**src/rtl/fgc_pkg.sv**
```systemverilog
package fgc_pkg;
   typedef enum logic {
      CNT_UP_RESET = 1'b0,
      CNT_UP_DOWN  = 1'b1
   } cnt_mode_e;
endpackage

```
**src/rtl/fgc_hist.sv**
```systemverilog
module fgc_hist #(
   parameter int IDX_W = 6
) (
   input  logic             clk,
   input  logic             rst_n,
   input  logic             shift_en,
   input  logic             bit_in,
   output logic [IDX_W-1:0] hist
);
   generate
      if (IDX_W < 2) begin : g_bad
         $error("fgc_hist: IDX_W must be at least 2");
      end
   endgenerate

   always_ff @(posedge clk) begin
      if (!rst_n)        hist <= '0;
      else if (shift_en) hist <= {hist[IDX_W-2:0], bit_in};
   end

   AST_HIST_SHIFT: assert property (@(posedge clk) disable iff (!rst_n)
      shift_en |=> hist[0] == $past(bit_in)) else $error("history shift");
endmodule

```
**src/rtl/fgc_conf_table.sv**
```systemverilog
module fgc_conf_table
   import fgc_pkg::*;
#(
   parameter int        IDX_W    = 6,
   parameter int        CNT_W    = 3,
   parameter int        CONF_THR = 3,
   parameter cnt_mode_e MODE     = CNT_UP_RESET
) (
   input  logic             clk,
   input  logic             rst_n,
   input  logic [IDX_W-1:0] rd_idx,
   output logic             rd_low,
   input  logic             wr_en,
   input  logic [IDX_W-1:0] wr_idx,
   input  logic             wr_ok
);
   localparam int            DEPTH = 1 << IDX_W;
   localparam logic [CNT_W-1:0] CMAX = {CNT_W{1'b1}};
   localparam logic [CNT_W-1:0] ONE  = CNT_W'(1);
   localparam logic [CNT_W-1:0] THR  = CNT_W'(CONF_THR);

   generate
      if (CONF_THR < 0 || CONF_THR >= (1 << CNT_W) - 1) begin : g_bad_thr
         $error("fgc_conf_table: CONF_THR out of counter range");
      end
      if (IDX_W > 12) begin : g_bad_idx
         $error("fgc_conf_table: table too deep");
      end
   endgenerate

   logic [CNT_W-1:0] tbl [DEPTH];
   logic [CNT_W-1:0] cur, nxt;

   assign cur    = tbl[wr_idx];
   assign rd_low = (tbl[rd_idx] <= THR);

   generate
      if (MODE == CNT_UP_RESET) begin : g_upreset
         always_comb begin
            if (wr_ok) nxt = (cur == CMAX) ? CMAX : cur + ONE;
            else       nxt = '0;
         end
         AST_MISS_CLEARS: assert property (@(posedge clk) disable iff (!rst_n)
            wr_en && !wr_ok |=> tbl[$past(wr_idx)] == '0) else $error("miss clear");
      end else begin : g_updown
         always_comb begin
            if (wr_ok) nxt = (cur == CMAX) ? CMAX : cur + ONE;
            else       nxt = (cur == '0) ? '0 : cur - ONE;
         end
         AST_MISS_STEPS_DOWN: assert property (@(posedge clk) disable iff (!rst_n)
            wr_en && !wr_ok && (cur != '0) |=> tbl[$past(wr_idx)] == $past(cur) - ONE)
            else $error("miss step");
      end
   endgenerate

   always_ff @(posedge clk) begin
      if (!rst_n) begin
         for (int i = 0; i < DEPTH; i++) tbl[i] <= '0;
      end else if (wr_en) begin
         tbl[wr_idx] <= nxt;
      end
   end

   AST_HIT_NO_DROP: assert property (@(posedge clk) disable iff (!rst_n)
      wr_en && wr_ok |=> tbl[$past(wr_idx)] >= $past(cur)) else $error("hit drop");
endmodule

```
**src/rtl/fgc_inflight.sv**
```systemverilog
module fgc_inflight #(
   parameter int INF_W = 4
) (
   input  logic             clk,
   input  logic             rst_n,
   input  logic             inc,
   input  logic             dec,
   input  logic             sub_en,
   input  logic [INF_W-1:0] sub_cnt,
   input  logic [INF_W-1:0] thresh,
   output logic [INF_W-1:0] count,
   output logic             over
);
   localparam int SUM_W = INF_W + 2;
   localparam logic signed [SUM_W-1:0] SMAX = SUM_W'((1 << INF_W) - 1);

   generate
      if (INF_W < 1 || INF_W > 16) begin : g_bad
         $error("fgc_inflight: INF_W out of range");
      end
   endgenerate

   logic signed [SUM_W-1:0] sum;
   logic [INF_W-1:0]        nxt;

   always_comb begin
      sum = $signed({2'b00, count})
          + $signed(SUM_W'(inc))
          - $signed(SUM_W'(dec))
          - (sub_en ? $signed({2'b00, sub_cnt}) : '0);
      if (sum < 0)         nxt = '0;
      else if (sum > SMAX) nxt = {INF_W{1'b1}};
      else                 nxt = sum[INF_W-1:0];
   end

   always_ff @(posedge clk) begin
      if (!rst_n) count <= '0;
      else        count <= nxt;
   end

   assign over = (count > thresh);

   AST_NO_OVERFLOW: assert property (@(posedge clk) disable iff (!rst_n)
      (&count) && inc && !dec && !sub_en |=> (&count)) else $error("overflow");
   AST_NO_UNDERFLOW: assert property (@(posedge clk) disable iff (!rst_n)
      (count == '0) && !inc |=> (count == '0)) else $error("underflow");
   AST_BALANCED: assert property (@(posedge clk) disable iff (!rst_n)
      inc && dec && !sub_en |=> $stable(count)) else $error("balance");
   AST_FLUSH_NO_GROW: assert property (@(posedge clk) disable iff (!rst_n)
      sub_en && !inc |=> count <= $past(count)) else $error("flush grow");
endmodule

```
**src/rtl/fetch_gate_ctl.sv**
```systemverilog
module fetch_gate_ctl
   import fgc_pkg::*;
#(
   parameter int        PC_W     = 32,
   parameter int        PC_LSB   = 2,
   parameter int        IDX_W    = 6,
   parameter int        CNT_W    = 3,
   parameter int        CONF_THR = 3,
   parameter int        INF_W    = 4,
   parameter cnt_mode_e MODE     = CNT_UP_RESET
) (
   input  logic             clk,
   input  logic             rst_n,
   input  logic             dec_valid,
   input  logic [PC_W-1:0]  dec_pc,
   input  logic             dec_taken,
   output logic             dec_low_conf,
   output logic [IDX_W-1:0] dec_idx,
   input  logic             res_valid,
   input  logic [IDX_W-1:0] res_idx,
   input  logic             res_low_conf,
   input  logic             res_correct,
   input  logic             flush_valid,
   input  logic [INF_W-1:0] flush_cnt,
   input  logic [INF_W-1:0] gate_n,
   output logic             fetch_gate
);
   generate
      if (PC_LSB + IDX_W > PC_W) begin : g_bad_pc
         $error("fetch_gate_ctl: index slice exceeds PC width");
      end
   endgenerate

   logic [IDX_W-1:0] ghr;
   logic [INF_W-1:0] inflight;
   logic             unused_pc;

   assign unused_pc = ^dec_pc;
   assign dec_idx   = dec_pc[PC_LSB +: IDX_W] ^ ghr;

   fgc_hist #(.IDX_W(IDX_W)) u_hist (
      .clk(clk), .rst_n(rst_n), .shift_en(dec_valid), .bit_in(dec_taken), .hist(ghr)
   );

   fgc_conf_table #(.IDX_W(IDX_W), .CNT_W(CNT_W), .CONF_THR(CONF_THR), .MODE(MODE)) u_tbl (
      .clk(clk), .rst_n(rst_n), .rd_idx(dec_idx), .rd_low(dec_low_conf),
      .wr_en(res_valid), .wr_idx(res_idx), .wr_ok(res_correct)
   );

   fgc_inflight #(.INF_W(INF_W)) u_inf (
      .clk(clk), .rst_n(rst_n),
      .inc(dec_valid && dec_low_conf),
      .dec(res_valid && res_low_conf),
      .sub_en(flush_valid), .sub_cnt(flush_cnt),
      .thresh(gate_n), .count(inflight), .over(fetch_gate)
   );

   AST_GATE_IDLE: assert property (@(posedge clk) disable iff (!rst_n)
      (inflight == '0) |-> !fetch_gate) else $error("gate idle");
endmodule

```
**config.mk**
```make
export PLATFORM = sky130hd
export DESIGN_NAME = fetch_gate_ctl
export DESIGN_NICKNAME = d
export VERILOG_FILES = /design/src/rtl/fgc_pkg.sv /design/src/rtl/fgc_hist.sv /design/src/rtl/fgc_conf_table.sv /design/src/rtl/fgc_inflight.sv /design/src/rtl/fetch_gate_ctl.sv
export SDC_FILE = /design/constraint.sdc
export NUM_CORES = 1
export LEC_CHECK = 0
export ABC_AREA = 1
export ABC_CLOCK_PERIOD_IN_PS = 5400
export BUFFER_PORTS_ARGS = -buffer_cell sky130_fd_sc_hd__buf_2
export CAP_MARGIN = 5
export CORE_MARGIN = 10
export CORE_UTILIZATION = 30
export DETAILED_ROUTE_END_ITERATION = 16
export GPL_TIMING_DRIVEN = 0
export MAX_ROUTING_LAYER = met4
export PLACE_DENSITY = 0.46
export SLEW_MARGIN = 20
export SYNTH_ARGS = -nofsm -noshare
export SYNTH_HDL_FRONTEND = slang
export SYNTH_SLANG_ARGS = --single-unit
```
**constraint.sdc**
```tcl
create_clock -name clk -period 5.4 [get_ports clk]
set_clock_uncertainty 0.2 [all_clocks]
set_input_delay 0 -clock clk [delete_from_list [all_inputs] [get_ports clk]]
set_output_delay 0 -clock clk [all_outputs]
set_load 0.03 [all_outputs]
```
== Word-level counts from Yosys, hierarchy flattened ==
Memory sizes are Yosys's and may differ from the RTL's.
Cells that the tools add are included.

* Memories: 1
* Output and inout port bits: 8
* Register bits after elaboration: 10
* Input bits: 54
* Bits in writable memories: 192

* Equal/unequal tests: 1
* Add/subtract/negate cells: 4
* Multiplexer cells: 11
* Bitwise operators: 2
* $lt $le $gt $ge: 4
* Reductions and logical operators: 4

{| class="wikitable"
|+ Memories
! name !! words !! bits a word !! rd ports !! clocked after Yosys merged registers in !! write ports !! RTL line !! RTL
|-
| u_tbl.tbl || 64 || 3 || 2 || 0 || 64 || fgc_conf_table.sv:31 || <nowiki>logic [CNT_W-1:0] tbl [DEPTH];</nowiki>
|}

{| class="wikitable"
|+ Operators with widths
! kind !! number
|-
| 3-bit two-way mux || 3
|-
| 4-bit two-way mux || 2
|-
| 6-bit by 5-bit greater-than comparator with 1-bit output, second input constant || 1
|-
| 6-bit by 1-bit < comparator with 1-bit output, second input constant || 1
|-
| 6-bit two-way mux || 1
|-
| 6-bit by 1-bit subtractor with 6-bit output || 1
|-
| 6-bit by 4-bit subtractor with 6-bit output || 1
|-
| 6-bit XOR || 1
|-
| 4-bit by 1-bit adder with 5-bit output || 1
|-
| 1-bit two-way mux || 5
|-
| 4-bit greater-than comparator || 1
|-
| 3-bit by 1-bit adder with 3-bit output, second input constant || 1
|-
| 3-bit == test, second input constant || 1
|-
| 3-bit by 2-bit less-or-equal comparator with 1-bit output, second input constant || 1
|-
| 3-bit OR reduction || 1
|-
| 1-bit logical AND || 2
|-
| 2-bit OR reduction || 1
|-
| 1-bit NOT || 1
|}

== Depth between registers and ports, before layout ==
Gate-level depths: netlist (run 1).
An unclocked memory read counts as a cell.

* Depth in word-level cells: 9
* Depth in mapped cells: 25
* Gate-level depth less buffers: 24

== Modules after synthesis ==
A second synthesis (run 1) with hierarchy kept.

* Cells, all modules: 1325
* Area total of the unflattened synthesis: 10846.7 sq um

{| class="wikitable"
|+ Modules (own cells, without submodules)
! module !! cells an instance !! area each (sq um) !! times used
|-
| fgc_conf_table || 1192 || 9974.6 || 1
|-
| fgc_inflight || 62 || 488.0 || 1
|-
| fgc_hist || 37 || 256.5 || 1
|-
| fetch_gate_ctl || 34 || 127.6 || 1
|}

== Worst setup path before layout (run 1) ==
OpenSTA, ideal clock, no wires.

* Path type: reg-to-reg
* From: register u_hist.hist[2]
* To: register u_inf.count[2]
* Clock period less this slack: 3.742 ns
* Slack: 1.658 ns
* Required time: 5.078 ns
* Buffers on the path: 0
* Data arrival time: 3.421 ns
* Cell stages (with the launch flop): 21
* Path through: dfxtp_1 > xnor2_1 > clkinv_1 > nand3_1 > nand3_1 > nand3_1 > nand3_1 > nand2_1 > nor2_1 > ha_1 > inv_1 > fa_1 > inv_1 > fa_1 > nor2_1 > inv_1 > a21oi_1 > xor2_1 > inv_1 > nand2_1 > a31oi_1

* Longest elaborated chain between the ends: 9
* Elaborated cells between the ends (all ways): 11
* Classes of those cells: add/sub: 3; order compare: 3; mux: 1; bitwise: 1; reduce/logical: 2; memory: 1

{| class="wikitable"
|+ RTL lines
! item !! RTL line !! RTL
|-
| start: declaration || fgc_hist.sv:8 || <nowiki>output logic [IDX_W-1:0] hist</nowiki>
|-
| start signal: assignment || fgc_hist.sv:18 || <nowiki>else if (shift_en) hist <= {hist[IDX_W-2:0], bit_in};</nowiki>
|-
| 6-bit XOR * || fetch_gate_ctl.sv:39 || <nowiki>assign dec_idx = dec_pc[PC_LSB +: IDX_W] ^ ghr;</nowiki>
|-
| named net dec_idx[2] || fetch_gate_ctl.sv:18 || <nowiki>output logic [IDX_W-1:0] dec_idx,</nowiki>
|-
| memory read 64 x 3 bit * || -- ||
|-
| 3-bit by 2-bit less-or-equal comparator with 1-bit output * || fgc_conf_table.sv:35 || <nowiki>assign rd_low = (tbl[rd_idx] <= THR);</nowiki>
|-
| 1-bit logical AND * || fetch_gate_ctl.sv:52 || <nowiki>.inc(dec_valid && dec_low_conf),</nowiki>
|-
| 4-bit by 1-bit adder with 5-bit output * || fgc_inflight.sv:28 || <nowiki>+ $signed(SUM_W'(inc))</nowiki>
|-
| 6-bit by 1-bit subtractor with 6-bit output * || fgc_inflight.sv:29 || <nowiki>- $signed(SUM_W'(dec))</nowiki>
|-
| 6-bit by 4-bit subtractor with 6-bit output * || fgc_inflight.sv:30 || <nowiki>- (sub_en ? $signed({2'b00, sub_cnt}) : '0);</nowiki>
|-
| 6-bit by 5-bit greater-than comparator with 1-bit output / 6-bit by 1-bit < comparator with 1-bit output (equally long branches) || fgc_inflight.sv:32, fgc_inflight.sv:31 ||
|-
| 4-bit two-way mux / 2-bit OR reduction (equally long branches) || -- ||
|-
| end signal: assignment || fgc_inflight.sv:38 || <nowiki>else count <= nxt;</nowiki>
|-
| end: declaration || fgc_inflight.sv:11 || <nowiki>output logic [INF_W-1:0] count,</nowiki>
|}

Mark *: on every way through the listed nets, which the timed path passes. The rest lies on a longest branch.
A chain may end at the register's enable or synchronous reset.

== Final worst setup path (run 1) ==
* From: register u_hist.hist[1]
* To: register u_inf.count[2]

* Longest elaborated chain between the ends: 9
* Elaborated cells between the ends (all ways): 11
* Classes of those cells: add/sub: 3; order compare: 3; mux: 1; bitwise: 1; reduce/logical: 2; memory: 1

{| class="wikitable"
|+ RTL lines
! item !! RTL line
|-
| 6-bit XOR * || fetch_gate_ctl.sv:39
|-
| memory read 64 x 3 bit * || --
|-
| 3-bit by 2-bit less-or-equal comparator with 1-bit output * || fgc_conf_table.sv:35
|-
| 1-bit logical AND * || fetch_gate_ctl.sv:52
|-
| 4-bit by 1-bit adder with 5-bit output * || fgc_inflight.sv:28
|-
| 6-bit by 1-bit subtractor with 6-bit output * || fgc_inflight.sv:29
|-
| 6-bit by 4-bit subtractor with 6-bit output * || fgc_inflight.sv:30
|-
| 6-bit by 5-bit greater-than comparator with 1-bit output / 6-bit by 1-bit < comparator with 1-bit output (equally long branches) || fgc_inflight.sv:32, fgc_inflight.sv:31
|-
| 4-bit two-way mux / 2-bit OR reduction (equally long branches) || --
|}

Mark *: on every way between the ends. The rest lies on a longest branch, timed or not.

==> results of run 1 <==
[critical path, stage by stage, from the launching register on]
cell	delay (ns)
dfxtp_1	0.34
xnor2_2	0.55
clkinv_1	0.55
clkbuf_1	0.50
nand2_1	0.18
nand3_1	0.20
nand3_1	0.23
nand3_1	0.10
nand3_1	0.09
nand2_1	0.08
nor2_1	0.10
ha_1	0.23
inv_1	0.07
fa_1	0.15
inv_1	0.07
fa_1	0.44
nor2_1	0.11
inv_1	0.06
a21oi_1	0.15
xor2_1	0.24
inv_1	0.08
nand2_1	0.10
a31oi_1	0.07
[layout by cell type (no fill, tap or decap), types with 24 or more instances in the layout]
master	Yosys	final
inv_1	87	87
clkbuf_1	27	36
nand3_1	61	61
edfxtp_1	192	192
nor2_1	221	216
o21ai_0	24	24
buf_2	27	59
nand2_1	537	537
clkbuf_16	0	25
a21oi_1	40	40
[how the worst max path moves through the flow]
| stage | from | endpoint | slack [ns] | depth (start not counted) |
|---|---|---|---|---|
| floorplan | u_hist.hist[2] | u_inf.count[2] | 1.66 | 20 |
| global placement | u_hist.hist[2] | u_inf.count[2] | 0.22 | 20 |
| detailed placement | u_hist.hist[1] | u_inf.count[2] | 0.50 | 22 |
| CTS | u_hist.hist[1] | u_inf.count[2] | 0.47 | 22 |
| global route | u_hist.hist[1] | u_inf.count[2] | 0.12 | 22 |
| finish | u_hist.hist[1] | u_inf.count[2] | 0.42 | 22 |
[layout make-up]
class,instances,area [um^2],share of cell area (%)
clock inverter,8,85.08,0.6742
sequential,202,5966,47.27
buffer,72,416.7,3.302
tap,461,576.8,4.571
inverter,94,352.8,2.796
multi-input combinational,967,4204,33.31
timing repair buffer,50,345.3,2.736
clock buffer,35,673.1,5.334
[power breakdown]
group / internal, mW / leakage (nW) / switching (mW) / total [mW]
combinational: 0.210 / 2.79 / 0.509 / 0.719
clock: 0.953 / 0.368 / 0.642 / 1.60
sequential: 1.78 / 2.07 / 0.0377 / 1.82
[registers in the layout, indices dropped and copies added (netlist names)]
register,flops
u_tbl.tbl,192
u_hist.hist,6
u_inf.count,4
[layer usage]
| layer | vias up | GRT usage (%) |
|---|---|---|
| li1 | 4484 | - |
| met5 | - | - |
| met1 | 4561 | 26.41 |
| met3 | 77 | 4.050 |
| met4 | 0 | 6.294 |
| met2 | 459 | 28.43 |
[repair_timing]
| item | CTS | global route |
|---|---|---|
| resized for setup | 0 | 0 |
| hold buffers | 14 | 0 |
| hold endpoints to repair | 46 | 0 |
[cell families after synthesis]
group | Yosys count | synth area share [%]
AO/OA/AOI/OAI | 101 | 5.168
XOR/XNOR | 9 | 0.7924
adder cells (fa/ha/maj) | 14 | 1.745
buffers and inverters | 166 | 7.062
flip-flops | 202 | 54.75
AND/OR/NAND/NOR | 843 | 30.48
[stage by stage]
| step | total power, mW | util, % | setup slack [ns] | cell area [um^2] | instances |
|---|---|---|---|---|---|
| 3_5_place_dp | 2.541 | 32.79 | 0.4977 | 11720 | 1832 |
| 5_1_grt | 4.275 | 35.31 | 0.1231 | 12620 | 1889 |
| 2_1_floorplan | 2.269 | - | 1.658 | 10900 | 1335 |
| 4_1_cts | 4.145 | 35.31 | 0.4671 | 12620 | 1889 |
| 3_3_place_gp | 2.534 | 32.55 | 0.2177 | 11630 | 1828 |
| 6_report | 4.130 | 35.31 | 0.4228 | 12620 | 1889 |
==> impl_results.md, run 1 <==
- DR WL/cell: 22.60 um
- Reg2reg setup slack: 0.42 ns
- Port Buf Inserts: 32
- Static Leak: between 5 and 6 nW
- Fillers: 3,808
- 1st-pass router iterations: 5
- Crit path required time: 5.62 ns
- Post-synthesis async set-or-reset flop share: 0%
- Post-Synthesis Net Count: 1,403
- RSZ-0062 raised after global routing: no
- Total negative slack: 0 ns
- Endpoints failing hold: 0
- Initial Util: 30.48%
- Seq/Total Area, Yosys: 54.75%
- Setup CP Type: reg2reg
- Hold-critical path depth: 8
- DR vias/cell: between 5 and 6
- Clock root cell: clkbuf_16
- Vias: approximately 9,600
- Total CTS buffers: 24
- HPWL Detailed: around 30,000 um
- Syn_area_per_cell: 8.161 um^2
- DRT met1 WL: 18,470 um
- Final Wtd Congestion: about 1.0
- Final ANT Viol Nets: 0
- Yosys reg bits: 202
- Post-synth EDFFs: 192
- Site Rows: 69
- Gr usage total: 19.46%
- Total clock sinks: 202
- Area grow syn2layout: 15.82%
- Pwr per Cell Area: 327.3 mW/mm^2
- Unique cell type count in the Yosys netlist: 37
- # Post-CTS Setup Buffers: 0
- Vias in the first global route: 9,056
- Max-cap violation count: 0
- Critical Path Source Type: register
- Total of warnings raised by yosys: 0
- Top cell type's share of synthesized area: 52.92%
- Clock insertion delay at the later pin of the skew report: roughly 0.53 ns
- Total gr overflow: 0
- Commonest cells post-synth: nand2_1 (537), nor2_1 (221), edfxtp_1 (192)
- CTS tree: built
- Final min period: 4.977 ns
- Largest net degree at the start of global routing: 13
- H-tree Lvls: 1
- Reg2Reg Depth: 22
- Initial antenna violation count: 0
- DR DRC count: 0
- Period utilization: 92.17%
- Syn Inst Count: between 1,000 and 1,500
- Core ar.: 0.03574 mm^2
- Setup violations, final: 0
- Top layer in use: met4
- Metal2 WL: 18,120 um
- Clk buf depth: 3
- Worst Tran Pin Value: 1.143 ns
- Number of DRC markers in iteration 0: ~1,300
- Hold_ws: 0.07755 ns
- Share of post-route cells with drive strength above 1: 9.174%
- WL met3: roughly 4700 um
- Post-Syn Area: between 0.01 and 0.015 mm^2
- Worst Hold Path EP: u_inf.count[3]
- Chip Height: 210.6 um
- Worst hold-check path type: in2reg
- Status: finished, final reports clean
- WL final: 42,680 um
- Top cells by area, synth: edfxtp_1 (53%), nand2_1 (19%), nor2_1 (7.6%), inv_1 (3.0%), nand3_1 (2.8%)
- Final slew viol count: 0
- Number of I/O pins: 62
- Worst Hold Launch: flush_cnt[3]
- Arrival time at the worst endpoint: 5.20 ns
- Crit path capture type: register
- Chip width: ~210 um
- Clk slew on worst S/H paths: 0.06 ns
- Die area: 0.04434 mm^2
- Main synth FF type: edfxtp_1
- Worst R2R Start: u_hist.hist[1]
- FMAX: 200.9 MHz
- Most frequent cell after synthesis: nand2_1
- Diodes inserted: 0
- Max transition margin: 23.77%
- Post-synth top area cell: edfxtp_1
- CP max FO: 10
- Final net count: roughly 1,500
- Capturing point of the worst reg2reg path: u_inf.count[2]
- VDD IR-drop max: 0.2137 mV
- Global-route wire length before repair: just over 60,000 um
No activity file was read; power rests on OpenSTA's default activity.
==> run 2: changes to the inputs <==
ABC_CLOCK_PERIOD_IN_PS = 4100   (was 5400)
CORE_ASPECT_RATIO = 2   (was unset)
PLACE_DENSITY = 0.48   (was 0.46)
clock period = 4.1 ns   (was 5.4 ns; I/O delays follow)
==> impl_results.md, run 2 (same netlist as run 1, synthesis figures left out) <==
- Initial Util: between 30% and 40%
- Fillers: 3,745
- CP max FO: 10
- Max transition margin: 21.55%
- 1st-pass router iterations: 6
- Area grow syn2layout: 17.42%
- Capturing point of the worst reg2reg path: u_inf.count[2]
- Status: finished, final reports clean
- Chip width: 154.8 um
- Register area: 0.005968 mm^2
- Vias in the first global route: about 9,600
- Clock root cell: clkbuf_16
- Clock insertion delay at the later pin of the skew report: 0.53 ns
- H-tree Lvls: 1
- Arrival time at the worst endpoint: 4.09 ns
- Worst R2R Start: u_hist.hist[1]
- Gr usage total: about a fifth
- Die area: 0.04480 mm^2
- Diodes inserted: 0
- Clk pwr share: a little under two fifths
- Power Internal: roughly 3.8 mW
- Core ar.: 0.03580 mm^2
- Worst hold-check path type: in2reg
- Switching share of power: 29.55%
- VDD IR-drop max: 0.2514 mV
- Final Wtd Congestion: 0.9828
- Total clock sinks: 202
- Post-route insts no fill: approximately 1,900
- Global-route wire length before repair: 63,200 um
- Logic pwr share: between 10% and 20%
- Slowest cell on crit path: fa_1
- Placed Area: 0.01170 mm^2
- Port Buf Inserts: 32
- Reg2reg setup slack: 0.19 ns
- Utilization after layout: 35.73%
- Register bank with the most flops: u_tbl.tbl
- Largest net degree at the start of global routing: 16
- Final min period: 3.910 ns
- DR DRC count: 0
- CP startpoint: u_hist.hist[1]
- CTS tree: built
- Multi-input logic area: 0.004294 mm^2
- Initial antenna violation count: 0
- DR WL/cell: 23.83 um
- Total gr overflow: 0
- Crit path required time: 4.28 ns
- Endpoints failing hold: 0
- Critical path capture point: u_inf.count[2]
- FMAX: between 200 and 300 MHz
- Period utilization: 95.37%
- Pwr per Cell Area: 420.1 mW/mm^2
- Leading registers by flop count: u_tbl.tbl x192, u_hist.hist x6, u_inf.count x4
- Most frequent cells in the layout: nand2_1 (533), nor2_1 (215), edfxtp_1 (192)
- Number of flip-flops in the largest register: 192
- WL final: 44,820 um
- Site Rows: 98
- Critical Path Source Type: register
- Share of post-route cells with drive strength above 1: 11.39%
- Static Leak: 5.320 nW
- Clk slew on worst S/H paths: 0.07 ns
- Switching power: around 1.6 mW
- Number of I/O pins: 62
- Reg2Reg Depth: 22
- DR vias/cell: 5.178
- Clk buf depth: 3
- HPWL Detailed: 31,960 um
- Max-cap violation count: 0
- Design area: 0.01279 mm^2
- CP cell instances: xnor2_4 -> clkinv_4 -> buf_6 -> nand2_1 -> nand3_1 -> nand3_1 -> nand3_1 -> nand3_1 -> nand2_1 -> nor2_4 -> ha_1 -> inv_1 -> fa_1 -> inv_1 -> fa_1 -> nor2_1 -> inv_1 -> a21oi_1 -> xor2_1 -> inv_1 -> nand2_1 -> a31oi_1
- Post-Place Cells: ~1,800
- Final slew viol count: 0
- Final ANT Viol Nets: 0
- Setup CP Type: reg2reg
- Number of DRC markers in iteration 0: slightly below 700
- Crit path capture type: register
- Sequential Power Share: between 40% and 50%
- Pre-CTS setup slack: -0.8466 ns
- Vias: around 9,700
- Total CTS buffers: 20
- Min setup slack post-route: 0.1899 ns
- Final net count: roughly 1,500
- Most common cell after layout, fill and taps aside: nand2_1
- Setup violations, final: 0
- Chip Height: 289.5 um
- Worst Tran Pin Value: 1.177 ns
- Critical Path Max Stage Delay: 0.44 ns
==> run 2: cell count changes in the layout (fill, tap and decap cells not counted), sizes merged <==
| cell | previous run | this run |
|---|---|---|
| inv | 92 | 93 |
| bufinv | 2 | 3 |
| dlygate4sd3 | 14 | 13 |
| nand2 | 540 | 541 |
| clkinvlp | 0 | 2 |
| clkbuf | 62 | 45 |
| clkinv | 8 | 11 |
| buf | 81 | 94 |
==> run 2: final cells by class <==
cell class	count	area share, %
inverters	94	2.817
clock inverters	15	1.222
flip-flops and latches	202	46.65
clock buffers	21	4.108
multi-input cells	968	33.56
plain buffers	72	3.785
well taps	450	4.401
repair buffers	59	3.452
==> run 2: worst min-delay path by stage <==
stage               startpoint  cells past startpoint  slack, ns               end
finish              res_idx[0]                      5       0.04  u_tbl.tbl[28][1]
global route        res_idx[0]                      5       0.06  u_tbl.tbl[28][0]
CTS                 res_idx[0]                      5       0.02  u_tbl.tbl[28][1]
detailed placement   dec_valid                      2        0.1    u_hist.hist[1]
global placement     dec_valid                      2       0.09    u_hist.hist[1]
floorplan            dec_valid                      1      -0.11    u_hist.hist[1]
==> run 2: critical path, delay by kind of cell, from the launching register on <==
kind            cells  cell delay, ns
fa+ha+maj           3            0.87
compound gates      2            0.25
simple gates        9            0.98
flops               1            0.36
buf+inv             6            0.65
xor+xnor            2            0.47
==> run 2: power groups by stage <==
stage | logic, mW | registers [mW] | clock network [mW]
4_1_cts | 0.947 | 2.40 | 2.00
2_1_floorplan | 0.577 | 2.41 | 0
3_3_place_gp | 0.896 | 2.44 | 0
5_1_grt | 1.09 | 2.40 | 2.06
6_report | 1.01 | 2.40 | 1.97
3_5_place_dp | 0.907 | 2.44 | 0
==> run 2: per-layer routing <==
| layer | track usage (%) | vias up | wire length [um] |
|---|---|---|---|
| met3 | 2.739 | 179 | 2831 |
| met1 | 19.09 | 4639 | 14610 |
| met5 | - | - | 0 |
| met2 | 36.24 | 424 | 23510 |
| li1 | - | 4497 | - |
| met4 | 14.11 | 0 | 3869 |
==> run 2: stage by stage <==
step / setup TNS, ns / power, mW / hold slack [ns]
floorplan: 0 / 2.989 / -0.1099
global placement: -3.884 / 3.338 / 0.09464
detailed placement: -3.096 / 3.349 / 0.09835
CTS: 0 / 5.341 / 0.01879
global route: -0.01405 / 5.558 / 0.05541
finish: 0 / 5.375 / 0.03614
==> run 2: timing repair <==
action                                  4_1_cts  5_1_grt
gates resized for setup                      26       25
pin swaps                                     1        6
endpoints found under the hold margin        49        0
hold buffers                                 13        0
cloned                                        0        3
endpoints found under the setup margin        4        4
setup buffers                                 1        8
==> run 3: changes to the inputs <==
CTS_BUF_LIST = sky130_fd_sc_hd__clkbuf_8   (was unset)
==> impl_results.md, run 3 (same netlist as run 1, synthesis figures left out) <==
- Clock root cell: clkbuf_8
- Setup CP Type: reg2reg
- Max-cap violation count: 0
- Chip Height: 289.5 um
- Port Buf Inserts: 32
- Worst hold-check path type: in2reg
- Core ar.: 0.03580 mm^2
- Pre-CTS setup slack: -0.8466 ns
- Die area: 0.04480 mm^2
- H-tree Lvls: 1
- Global-route wire length before repair: 63,620 um
- Capturing point of the worst reg2reg path: u_inf.count[2]
- 1st-pass router iterations: 6
- Vias: 9,825
- Number of I/O pins: a little over 60
- Final ANT Viol Nets: 0
- Hold-critical path depth: 8
- Register bank with the most flops: u_tbl.tbl
- Total CTS buffers: 31
- Final Wtd Congestion: slightly below 1
- DR vias/cell: 5.155
- FMAX: 255.0 MHz
- Clk buf depth: 3
- Arrival time at the worst endpoint: 4.22 ns
- Final net count: 1,499
- Clock insertion delay at the later pin of the skew report: 0.63 ns
- Crit path capture type: register
- Most frequent cells in the layout: nand2_1 (534), nor2_1 (215), edfxtp_1 (192)
- Switching power: 1.596 mW
- DR WL/cell: 23.50 um
- Reg2reg setup slack: 0.18 ns
- Leading registers by flop count: u_tbl.tbl x192, u_hist.hist x6, u_inf.count x4
- Max transition margin: 25.25%
- Reg2Reg Depth: 22
- Total clock sinks: 202
- Sequential Power Share: 48.3%
- Clk slew on worst S/H paths: 0.07 ns
- Final min period: 3.921 ns
- Endpoints failing hold: 0
- Number of flip-flops in the largest register: about 190
- Critical Path Source Type: register
- Period utilization: 95.64%
- Site Rows: 98
- Min setup slack post-route: roughly 0.18 ns
- Logic pwr share: between 20% and 30%
- Worst Tran Pin Value: 1.121 ns
- Worst Hold Path EP: u_inf.count[3]
- Switching share of power: between 30 and 40%
- Final slew viol count: 0
- Worst Hold Launch: flush_cnt[3]
- CTS tree: built
- Share of post-route cells with drive strength above 1: 11.55%
- Initial Util: 30.43%
- Clk pwr share: a little under a third
- WL final: between 40,000 and 50,000 um
- Chip width: 154.8 um
- VDD IR-drop max: 0.2245 mV
- Setup violations, final: 0
- Status: finished, final reports clean
- Area grow syn2layout: 15.93%
- Vias in the first global route: 9,711
- HPWL Detailed: 31,960 um
- CP max FO: 10
- Power Internal: approximately 3.4 mW
- Total power: around 5.0 mW
- Pwr per Cell Area: 392.8 mW/mm^2
- Worst R2R Start: u_hist.hist[1]
- Largest net degree at the start of global routing: 16
- Gr usage total: 20.08%
- Number of DRC markers in iteration 0: 786
- Total gr overflow: 0
- Crit path required time: ~4.4 ns
- DR DRC count: 0
- Most common cell after layout, fill and taps aside: nand2_1
- Static Leak: 5.305 nW
- Initial antenna violation count: 1
[run 3: cell count changes in the layout (fill, tap and decap cells not counted), moves of 2 or more]
cell,change
inv_1,+14
clkinv_1,-2
nand2_4,-2
dlygate4sd3_1,+5
clkbuf_8,+31
clkbuf_16,-23
clkinv_4,-2
clkinv_2,+4
bufinv_16,-3
[run 3: worst max-delay path by stage]
| stage | endpoint | cells past startpoint | startpoint |
|---|---|---|---|
| after floorplan | u_inf.count[2] | 20 | u_hist.hist[2] |
| after global placement | u_inf.count[2] | 20 | u_hist.hist[2] |
| after detailed placement | u_inf.count[2] | 22 | u_hist.hist[1] |
| after CTS | u_inf.count[2] | 24 | u_hist.hist[0] |
| after global routing | u_inf.count[2] | 25 | u_hist.hist[0] |
| final | u_inf.count[2] | 22 | u_hist.hist[1] |
[run 3: layer usage]
metal	vias to the layer above	wire length [um]	GRT usage, %	share of wire, %
li1	4528	-	-	-
met1	4662	14520	19.20	32
met2	452	23570	36.38	53
met3	183	2908	2.710	6.5
met4	0	3790	14.20	8.5
met5	-	0	-	0
[run 3: metrics by stage]
stage,util (%),hold slack (ns),instances,TNS (ns),area [um^2]
floorplan,-,-0.1099,1335,0,10900
global placement,32.45,0.09464,1817,-3.884,11620
detailed placement,32.67,0.09835,1820,-3.096,11700
CTS,34.97,0.007663,1896,0,12520
global route,35.28,0.1124,1906,-0.04289,12630
finish,35.28,0.03343,1906,0,12630
[run 3: critical path, cell delays in order, from the launching register on]
cell      delay [ns]
dfxtp_2         0.36
xnor2_4         0.28
clkinv_4        0.17
buf_6           0.19
nand2_1         0.07
nand3_1         0.11
nand3_1         0.11
nand3_1         0.11
nand3_1         0.10
nand2_1         0.09
nor2_4          0.20
ha_1            0.26
inv_1           0.06
fa_1            0.17
inv_1           0.07
fa_1            0.44
nor2_1          0.11
inv_1           0.06
a21oi_1         0.15
xor2_1          0.21
inv_1           0.08
nand2_1         0.08
a31oi_1         0.10
[run 3: cell type report]
| type | count | area, um^2 |
|---|---|---|
| repair buffers | 63 | 449.2 |
| fillers | 3772 | 23170 |
| diodes | 1 | 2.502 |
| well taps | 450 | 563.0 |
| inverters | 94 | 360.3 |
| multi-input cells | 967 | 4264 |
| plain buffers | 72 | 480.5 |
| clock inverters | 26 | 117.6 |
| flip-flops and latches | 202 | 5967 |
| clock buffers | 31 | 426.7 |
[run 3: power by group through the flow]
stage	clock (mW)	combinational [mW]	sequential [mW]
5_1_grt	1.68	1.08	2.40
4_1_cts	1.59	0.951	2.40
3_3_place_gp	0	0.896	2.44
6_report	1.57	0.996	2.40
2_1_floorplan	0	0.577	2.41
3_5_place_dp	0	0.907	2.44
[run 3: repair_timing]
| item | 4_1_cts | 5_1_grt |
|---|---|---|
| setup buffers | 1 | 9 |
| pin swaps | 1 | 6 |
| hold buffers | 18 | 0 |
| gates resized for setup | 26 | 18 |
| endpoints found under the setup margin | 4 | 4 |
| hold endpoints to repair | 185 | 0 |
